### config.mk
export PLATFORM = sky130hd
export DESIGN_NAME = dma_evt_ctrl
export DESIGN_NICKNAME = d
export VERILOG_FILES = /design/src/rtl/dma_evt_pkg.sv /design/src/rtl/dma_evt_dec.sv /design/src/rtl/dma_evt_alias.sv /design/src/rtl/dma_evt_rst_guard.sv /design/src/rtl/dma_evt_ctrl.sv
export SDC_FILE = /design/constraint.sdc
export NUM_CORES = 1
export LEC_CHECK = 0
export ABC_AREA = 1
export BUFFER_PORTS_ARGS = -buffer_cell sky130_fd_sc_hd__buf_2
export CAP_MARGIN = 15
export CORE_MARGIN = 1.5
export CORE_UTILIZATION = 60
export DETAILED_ROUTE_END_ITERATION = 12
export GPL_TIMING_DRIVEN = 0
export PLACE_DENSITY_LB_ADDON = 0.2
export SLEW_MARGIN = 20
export SYNTH_ARGS = -nofsm -noshare
export SYNTH_HDL_FRONTEND = slang
export SYNTH_SLANG_ARGS = --single-unit
### constraint.sdc
create_clock -name clk -period 7.2 [get_ports clk]
set_input_delay 1.44 -clock clk [delete_from_list [all_inputs] [get_ports clk]]
set_output_delay 1.44 -clock clk [all_outputs]
set_load 0.01 [all_outputs]
### src/rtl/dma_evt_pkg.sv
package dma_evt_pkg;
   // write flavour picked by address bits 3:2
   typedef enum logic [1:0] {
      WK_PLAIN = 2'd0,
      WK_SET   = 2'd1,
      WK_CLR   = 2'd2,
      WK_NONE  = 2'd3
   } wkind_e;

   localparam int REG_W = 32;
   localparam int HALF  = 16;

   // register slots decoded from address bits above 3:0
   localparam int SLOT_CMP = 0;
   localparam int SLOT_ERR = 1;
   localparam int SLOT_CTL = 2;

   // per-channel state windows
   localparam int unsigned BANK_BASE   = 32'h100;
   localparam int unsigned BANK_STRIDE = 32'h70;
endpackage

### src/rtl/dma_evt_dec.sv
module dma_evt_dec
   import dma_evt_pkg::*;
#(
   parameter int ADDR_W = 12,
   parameter int NCH    = 16,
   localparam int IDX_W = (NCH > 1) ? $clog2(NCH) : 1
) (
   input  logic [ADDR_W-1:0] addr,
   output wkind_e            kind,
   output logic              sel_cmp,
   output logic              sel_err,
   output logic              sel_ctl,
   output logic              bank_hit,
   output logic [IDX_W-1:0]  bank_idx
);
   localparam int SLOT_W = ADDR_W - 4;

   logic              aligned;
   logic [SLOT_W-1:0] slot;

   assign aligned = (addr[1:0] == 2'b00);
   assign slot    = addr[ADDR_W-1:4];
   assign kind    = wkind_e'(addr[3:2]);
   assign sel_cmp = aligned && (slot == SLOT_W'(SLOT_CMP));
   assign sel_err = aligned && (slot == SLOT_W'(SLOT_ERR));
   assign sel_ctl = aligned && (slot == SLOT_W'(SLOT_CTL));

   always_comb begin
      bank_hit = 1'b0;
      bank_idx = '0;
      for (int n = 0; n < NCH; n++) begin
         if (addr == ADDR_W'(BANK_BASE + BANK_STRIDE * n)) begin
            bank_hit = 1'b1;
            bank_idx = IDX_W'(n);
         end
      end
   end
endmodule

### src/rtl/dma_evt_alias.sv
module dma_evt_alias
   import dma_evt_pkg::*;
#(
   parameter int W = 32
) (
   input  logic         hit,
   input  wkind_e       kind,
   input  logic [W-1:0] cur,
   input  logic [W-1:0] wdata,
   output logic [W-1:0] nxt
);
   always_comb begin
      nxt = cur;
      if (hit) begin
         unique case (kind)
            WK_PLAIN: nxt = wdata;
            WK_SET:   nxt = cur | wdata;
            WK_CLR:   nxt = cur & ~wdata;
            WK_NONE:  nxt = cur;
         endcase
      end
   end
endmodule

### src/rtl/dma_evt_rst_guard.sv
module dma_evt_rst_guard #(
   parameter int                  STATE_W    = 4,
   parameter logic [STATE_W-1:0]  FLUSH_CODE = STATE_W'(8),
   parameter int                  GUARD_CYC  = 5000,
   localparam int                 CNT_W      = $clog2(GUARD_CYC + 1)
) (
   input  logic               clk,
   input  logic               rst_n,
   input  logic               sw_nxt,
   input  logic [STATE_W-1:0] state,
   output logic               pend_q,
   output logic               rst_pulse
);
   localparam logic [CNT_W-1:0] LIMIT = CNT_W'(GUARD_CYC);

   logic             in_flush;
   logic             fire;
   logic [CNT_W-1:0] cnt_q;

   assign in_flush = (state == FLUSH_CODE);
   assign fire     = pend_q && (!in_flush || cnt_q == LIMIT);

   always_ff @(posedge clk or negedge rst_n) begin
      if (!rst_n) begin
         pend_q    <= 1'b0;
         rst_pulse <= 1'b0;
         cnt_q     <= '0;
      end else begin
         pend_q    <= sw_nxt && !fire;
         rst_pulse <= fire;
         if (!pend_q || !in_flush || fire)
            cnt_q <= '0;
         else
            cnt_q <= cnt_q + 1'b1;
      end
   end


   pulse_width_chk: assert property (@(posedge clk) disable iff (!rst_n)
      rst_pulse |=> !rst_pulse);


   flush_hold_chk: assert property (@(posedge clk) disable iff (!rst_n)
      (pend_q && in_flush && cnt_q != LIMIT) |=> !rst_pulse);


   cnt_bound_chk: assert property (@(posedge clk) disable iff (!rst_n)
      cnt_q <= LIMIT);
endmodule

### src/rtl/dma_evt_ctrl.sv
module dma_evt_ctrl
   import dma_evt_pkg::*;
#(
   parameter int                 NCH        = 16,
   parameter int                 ADDR_W     = 12,
   parameter int                 STATE_W    = 4,
   parameter logic [STATE_W-1:0] FLUSH_CODE = STATE_W'(8),
   parameter int                 GUARD_CYC  = 5000
) (
   input  logic                   clk,
   input  logic                   rst_n,
   input  logic                   reg_we,
   input  logic [ADDR_W-1:0]      reg_addr,
   input  logic [31:0]            reg_wdata,
   output logic [31:0]            reg_rdata,
   input  logic [NCH-1:0]         ch_done,
   input  logic [NCH-1:0]         ch_term,
   input  logic [NCH-1:0]         ch_buserr,
   input  logic [NCH*STATE_W-1:0] ch_state,
   output logic [NCH-1:0]         ch_irq,
   output logic [NCH-1:0]         ch_freeze,
   output logic [NCH-1:0]         ch_reset
);
   localparam int          IDX_W     = (NCH > 1) ? $clog2(NCH) : 1;
   localparam logic [31:0] CH_MASK   = (32'h1 << NCH) - 32'h1;
   localparam logic [31:0] FULL_MASK = CH_MASK | (CH_MASK << HALF);

   if (NCH < 2 || NCH > HALF) begin : bad_nch
      $error("NCH must lie in 2..16");
   end
   if (STATE_W < 1 || STATE_W > REG_W) begin : bad_state_w
      $error("STATE_W out of range");
   end
   if (GUARD_CYC < 1) begin : bad_guard
      $error("GUARD_CYC must be at least 1");
   end
   if (ADDR_W < 12) begin : bad_addr_w
      $error("ADDR_W too small for the bank windows");
   end

   wkind_e           kind;
   logic             sel_cmp, sel_err, sel_ctl, bank_hit;
   logic [IDX_W-1:0] bank_idx;

   dma_evt_dec #(.ADDR_W(ADDR_W), .NCH(NCH)) u_dec (
      .addr     (reg_addr),
      .kind     (kind),
      .sel_cmp  (sel_cmp),
      .sel_err  (sel_err),
      .sel_ctl  (sel_ctl),
      .bank_hit (bank_hit),
      .bank_idx (bank_idx)
   );

   logic [31:0]    cmp_q, err_q, ctl_cur;
   logic [31:0]    cmp_sw, err_sw, ctl_sw;
   logic [NCH-1:0] freeze_q, pend;
   logic [NCH-1:0] err_lo_set;

   assign ctl_cur = 32'(freeze_q) | (32'(pend) << HALF);

   dma_evt_alias #(.W(REG_W)) u_cmp_alias (
      .hit(reg_we && sel_cmp), .kind(kind), .cur(cmp_q), .wdata(reg_wdata), .nxt(cmp_sw));
   dma_evt_alias #(.W(REG_W)) u_err_alias (
      .hit(reg_we && sel_err), .kind(kind), .cur(err_q), .wdata(reg_wdata), .nxt(err_sw));
   dma_evt_alias #(.W(REG_W)) u_ctl_alias (
      .hit(reg_we && sel_ctl), .kind(kind), .cur(ctl_cur), .wdata(reg_wdata), .nxt(ctl_sw));

   // termination alongside completion is a normal end, not an error
   assign err_lo_set = ch_buserr | (ch_term & ~ch_done);

   always_ff @(posedge clk or negedge rst_n) begin
      if (!rst_n) begin
         cmp_q    <= '0;
         err_q    <= '0;
         freeze_q <= '0;
      end else begin
         cmp_q    <= (cmp_sw & FULL_MASK) | 32'(ch_done);
         err_q    <= (err_sw & FULL_MASK) | 32'(err_lo_set) | (32'(ch_buserr) << HALF);
         freeze_q <= ctl_sw[NCH-1:0];
      end
   end

   assign ch_freeze = freeze_q;
   assign ch_irq    = (cmp_q[NCH-1:0] & cmp_q[HALF +: NCH]) | err_q[NCH-1:0];

   for (genvar n = 0; n < NCH; n++) begin : g_ch
      dma_evt_rst_guard #(
         .STATE_W    (STATE_W),
         .FLUSH_CODE (FLUSH_CODE),
         .GUARD_CYC  (GUARD_CYC)
      ) u_guard (
         .clk       (clk),
         .rst_n     (rst_n),
         .sw_nxt    (ctl_sw[HALF + n]),
         .state     (ch_state[n*STATE_W +: STATE_W]),
         .pend_q    (pend[n]),
         .rst_pulse (ch_reset[n])
      );


      done_capture_chk: assert property (@(posedge clk) disable iff (!rst_n)
         ch_done[n] |=> cmp_q[n]);


      buserr_capture_chk: assert property (@(posedge clk) disable iff (!rst_n)
         ch_buserr[n] |=> (err_q[n] && err_q[HALF + n]));
   end


   freeze_stable_chk: assert property (@(posedge clk) disable iff (!rst_n)
      !(reg_we && sel_ctl) |=> $stable(ch_freeze));

   always_comb begin
      reg_rdata = '0;
      if (sel_cmp)
         reg_rdata = cmp_q;
      else if (sel_err)
         reg_rdata = err_q;
      else if (sel_ctl)
         reg_rdata = ctl_cur;
      else if (bank_hit)
         reg_rdata = 32'(ch_state[bank_idx*STATE_W +: STATE_W]);
   end
endmodule

# ---- Word-level counts from Yosys, hierarchy flattened
# Cells that the tools add are included.
dict set report word_totals {
  out_inout_bits 80
  elab_cells 331
  register_bits 320
}
dict set report classes {
  eq_ne 53
  n_shift 1
  n_reduce_logical 137
  bitwise 16
  n_addsub 16
  muxes 57
}
# op count
set ops {}
lappend ops {{case mux 32 bit (4 select lines)} 3}
lappend ops {{adder 13 x 1 -> 13 bit, second input constant} 16}
lappend ops {{== test 13 bit, second input constant} 16}
lappend ops {{two-way mux 13 bit} 16}
lappend ops {{two-way mux 32 bit} 6}
lappend ops {{bitwise OR 32 bit} 4}
lappend ops {{== test 12 x 11 -> 1 bit, second input constant} 9}
lappend ops {{AND 32 bit} 3}
lappend ops {{== test 4 bit, second input constant} 16}
lappend ops {{bitwise OR 32 x 16 -> 32 bit} 2}
lappend ops {{indexed part select 64 x 7 -> 4 bit} 1}
lappend ops {{== test 12 x 10 -> 1 bit, second input constant} 4}
lappend ops {{zero test 1 bit} 48}
lappend ops {{logical OR 1 bit} 48}
lappend ops {{logical AND 1 bit} 38}
lappend ops {{== test 12 x 9 -> 1 bit, second input constant} 3}
lappend ops {{two-way mux 4 bit} 9}
lappend ops {{AND 16 bit} 2}
lappend ops {{NOT 32 bit} 1}
lappend ops {{bitwise OR 16 bit} 2}
lappend ops {{bitwise OR 16 x 32 -> 32 bit} 1}
lappend ops {{two-way mux 1 bit} 17}
lappend ops {{NOT 16 bit} 1}
lappend ops {{two-way mux 3 bit} 4}
lappend ops {{other kinds (7)} 10}

# ---- Logic depth before layout (Yosys ltp)
dict set report logic_depth {
  depth_word 21
  ltp_mapped 18
  depth_no_buf 18
}

# ---- By module
# From an unflattened synthesis, not the netlist that was laid out.
dict set report hier_totals {
  hier_cells 2982
  area_unflattened_um2 21648.3
}
# module seq_area_each_um2 n_inst cells_per_inst area_each_um2
set by_module_without_submodules {}
lappend by_module_without_submodules {dma_evt_rst_guard 375.4 16 110 893.4}
lappend by_module_without_submodules {dma_evt_ctrl 2001.9 1 511 4175.3}
lappend by_module_without_submodules {dma_evt_alias 0.0 3 205 915.9}
lappend by_module_without_submodules {dma_evt_dec 0.0 1 96 431.7}

# ---- Least setup slack after synthesis
# No wires, ideal clock.
dict set report synth_timing {
  path_type {input to output}
  from {in reg_addr[3]}
  to {out reg_rdata[2]}
  path_slack_ns 2.859
  required_time_ns 5.760
  cell_stages 16
  arrival_time_ns 2.901
  path_cell_list {nor2_1 -> nand2_2 -> nor2_1 -> nand3_1 -> nand4_2 -> nor2_4 -> buf_6 -> buf_6 -> nand4_1 -> nand3_1 -> nand3_1 -> nand3_1 -> nand3_1 -> nand2_1 -> nand2_1 -> nand2_1}
}
dict set report synth_via {
  elab_chain_len 21
}
# item line
set synth_rtl {}
lappend synth_rtl {{start, declared} dma_evt_ctrl.sv:13} ;# input logic [ADDR_W-1:0] reg_addr,
lappend synth_rtl {{== test 12 x 9 -> 1 bit} dma_evt_dec.sv:32} ;# if (addr == ADDR_W'(BANK_BASE + BANK_STRIDE * n)) begin
lappend synth_rtl {{two-way mux 1 bit} dma_evt_dec.sv:32}
lappend synth_rtl {{two-way mux 2 bit / two-way mux 1 bit (equally long branches) (2 in a row)} dma_evt_dec.sv:32}
lappend synth_rtl {{two-way mux 3 bit / two-way mux 1 bit (equally long branches) (4 in a row)} dma_evt_dec.sv:32}
lappend synth_rtl {{two-way mux 4 bit / two-way mux 1 bit (equally long branches) (8 in a row)} dma_evt_dec.sv:32}
lappend synth_rtl {{indexed part select 64 x 7 -> 4 bit / two-way mux 1 bit (equally long branches)} {dma_evt_ctrl.sv:123, dma_evt_dec.sv:32}}
lappend synth_rtl {{two-way mux 4 bit (*)} dma_evt_ctrl.sv:122} ;# else if (bank_hit)
lappend synth_rtl {{two-way mux 32 bit (*)} dma_evt_ctrl.sv:120} ;# else if (sel_ctl)
lappend synth_rtl {{two-way mux 32 bit (*)} dma_evt_ctrl.sv:118} ;# else if (sel_err)
lappend synth_rtl {{two-way mux 32 bit (*)} dma_evt_ctrl.sv:116} ;# if (sel_cmp)
lappend synth_rtl {{end, declared} dma_evt_ctrl.sv:15} ;# output logic [31:0] reg_rdata,
# Every way passes the cells marked *; elsewhere a longest branch is shown, timed or not.

# ---- Final worst setup path
# Ends and elaborated chain as after synthesis.

==> run metrics <==
postcts setup bufs 0; nature of the critical path endpoint output port; Area growth, synth to finish 17.0%; cts bufs inserted 36; Setup CP Type in -> out; Rows 62; CP max FO 10; Pins Over Slew Limit 0; synthesized flop and latch total 320; Clock Skew 25.5 ps; setup TNS 0 ps; Starting Density approximately three fifths; overall power 3870 uW; routed vias 17400; DRC Markers 0; Finished Core Util 71.2%; Routed Antenna Nets 0; Fmax 0.183 GHz; Peak VDD IR just under 200 uV; Worst Tran Pin Value 976 ps; Mapped Area 17400 um^2; Max-slew headroom between 30 and 40%; Clock Sinks 320; chip height 173 um; post-route minimum period 5470 ps; top_reg_cell synth dfrtp_1; gr ovfl total 0; EDFF count, synth 0; CTS tree built; Fill cells 2284; vias in the first global route 16800; most frequent cells in the layout inv_1, nand2_1, dfrtp_1, nor2_1, buf_2; PwrDens roughly 190 nW/um^2; Hold Path End g_ch[12].u_guard.cnt_q[0]; Hold Path Depth 1; # hold bufs at CTS 0; RePlAce Congestion 0.999; leading cell type in the layout, fill and taps excluded inv_1; clock-pin slew on the worst setup and hold paths around 60 ps; Synth Instances about 2300; All-Layer GR Usage 35.6%; CTS Buffer Depth 3; maxcap violations 0; IO buf count 238; first-pass GRT wire length 85100 um; worst r2r src g_ch[14].u_guard.cnt_q[7]; syn nets 2442; reg-to-reg endpoint g_ch[14].u_guard.cnt_q[5]; # nets final between 2000 and 3000; layout cell share with drive strength beyond 1 13.6%; R2R setup slack 4970 ps; register area 8010 um^2; Detailed Route Iter0 Violations around 1900; H-tree depth 2; unrepaired setup endpoints after global routing false; routed length per instance 18.4 um; post-synthesis area per instance around 7.7 um^2; Async SR Flop Fraction 100%; largest net degree at the start of global routing 101; final period utilization 76.0%; io pins 239; Leak Pwr 0.00930 uW; initial antenna violation count 6; Final Hold Viols 0; worst min path class reg -> reg; multi-input gate area in the final layout 7680 um^2; drt total wl 54000 um; chip width 173 um; Req. time, crit path 5760 ps; Startpoint Class input pin; vias per cell 5.93; DP Wirelength 39400 um; clock latency on the worst-skew pair 520 ps; status finished, final reports clean; core area 28600 um^2; Distinct cells, synth 44; # setup viols final 0; min-delay src g_ch[12].u_guard.cnt_q[0]; Initial DRT Pass Iterations 6; full die area 30100 um^2; PostCTS Resize Cnt 0; register area share after synthesis 45.9%; yosys warns 0; Clk Tree Root Cell clkbuf_16; Worst EP arrival 4030 ps; R2R cell count 8
==> worst max-delay path by stage <==
stage	start	end	slack (ps)	cells after the start
2_1_floorplan	reg_addr[3]	reg_rdata[2]	2860	16
3_3_place_gp	rst_n	g_ch[11].u_guard.cnt_q[5]	-1420	1
3_5_place_dp	reg_addr[3]	reg_rdata[2]	1800	18
4_1_cts	reg_addr[3]	reg_rdata[2]	1780	18
5_1_grt	reg_addr[3]	reg_rdata[2]	1520	19
6_report	reg_addr[3]	reg_rdata[2]	1730	19
==> per-stage QoR <==
stage | worst slack [ps] | area [um^2] | instances | hold WS (ps)
finish | 1730 | 20400 | 2940 | 455
global route | 1520 | 20400 | 2936 | 478
CTS | 1780 | 20400 | 2933 | 461
detailed placement | 1800 | 19200 | 2876 | 450
global placement | -1420 | 19100 | 2873 | 445
floorplan | 2860 | 17400 | 2251 | 432
==> kinds of logic (layout without fill, tap and decap cells) <==
kind of cell             count (synthesis)  after routing  synth area share [%]
adder cells (fa/ha/maj)                 32             32                  2.30
AND/OR/NAND/NOR                       1004           1004                  26.6
XOR/XNOR                                15             15                 0.754
other                                    0              7                     0
buffers and inverters                  441            739                  9.99
AO/OA/AOI/OAI                          439            439                  14.5
flip-flops                             320            320                  45.9
==> synth_stat cells (3+ instances only) <==
library cell / number / share of area [%]
inv_1: 347 / 7.5
nand2_1: 338 / 7.3
dfrtp_1: 320 / 46
nor2_1: 261 / 5.6
o21ai_0: 171 / 4.9
a21oi_1: 138 / 4.0
nand3_1: 131 / 3.8
nor3_1: 95 / 2.7
nor3b_1: 70 / 3.0
o211ai_1: 57 / 2.5
clkbuf_1: 56 / 1.2
nand4_1: 53 / 1.9
ha_1: 32 / 2.3
nor4_1: 32 / 1.1
a22oi_1: 24 / 1.0
buf_4: 17 / 0.73
o21bai_1: 14 / 0.60
xor2_1: 13 / 0.65
inv_2: 12 / 0.26
nor2_2: 7 / 0.25
buf_2: 6 / 0.17
o21a_1: 6 / 0.26
a211oi_1: 5 / 0.22
a31oi_1: 5 / 0.18
o21ai_1: 5 / 0.14
a311oi_1: 4 / 0.20
and3_1: 3 / 0.11
nand3_2: 3 / 0.17
o31ai_1: 3 / 0.13
or4_1: 3 / 0.13
==> critical path, stage by stage <==
cell and delay (ps):
buf_2 110, nor2_1 380, nand2_2 190, nor2_1 200, nand3_1 170, nand3_1 150, nor2_1 50, nand4_1 140
buf_4 220, nand2_1 60, o21ai_0 100, nand2_1 100, nand3_1 100, nand3_1 90, nand3_1 130, nand2_1 70
nand2_1 70, nand2_1 100, buf_2 160
==> power breakdown <==
group	leakage (uW)	switching (uW)	total [uW]	internal, uW
sequential	0.00422	2.72	1800	1800
clock	0.000575	728	1870	1140
combinational	0.00451	140	201	61.3
==> final cells by class <==
type	instances	share of cell area (%)
clock inverters	8	0.718
multi-input cells	1490	37.7
clock buffers	49	5.06
plain buffers	81	1.91
inverters	360	6.63
diodes	7	0.0859
well taps	384	2.36
flip-flops and latches	320	39.3
repair buffers	241	6.29
==> registers in the layout, indices dropped and copies added, names as in the netlist <==
name                    cells
cmp_q                      32
g_ch.u_guard.pend_q        16
ch_freeze                  16
g_ch.u_guard.rst_pulse     16
err_q                      32
g_ch.u_guard.cnt_q        208
==> per-layer routing <==
metal,wire [um],share of wire [%],GRT usage (%)
met5,0,0,0
met4,2760,5.1,17.0
met3,5450,10,7.28
met2,25200,47,57.9
met1,20600,38,45.8
Power figures use the tool's default switching activity.
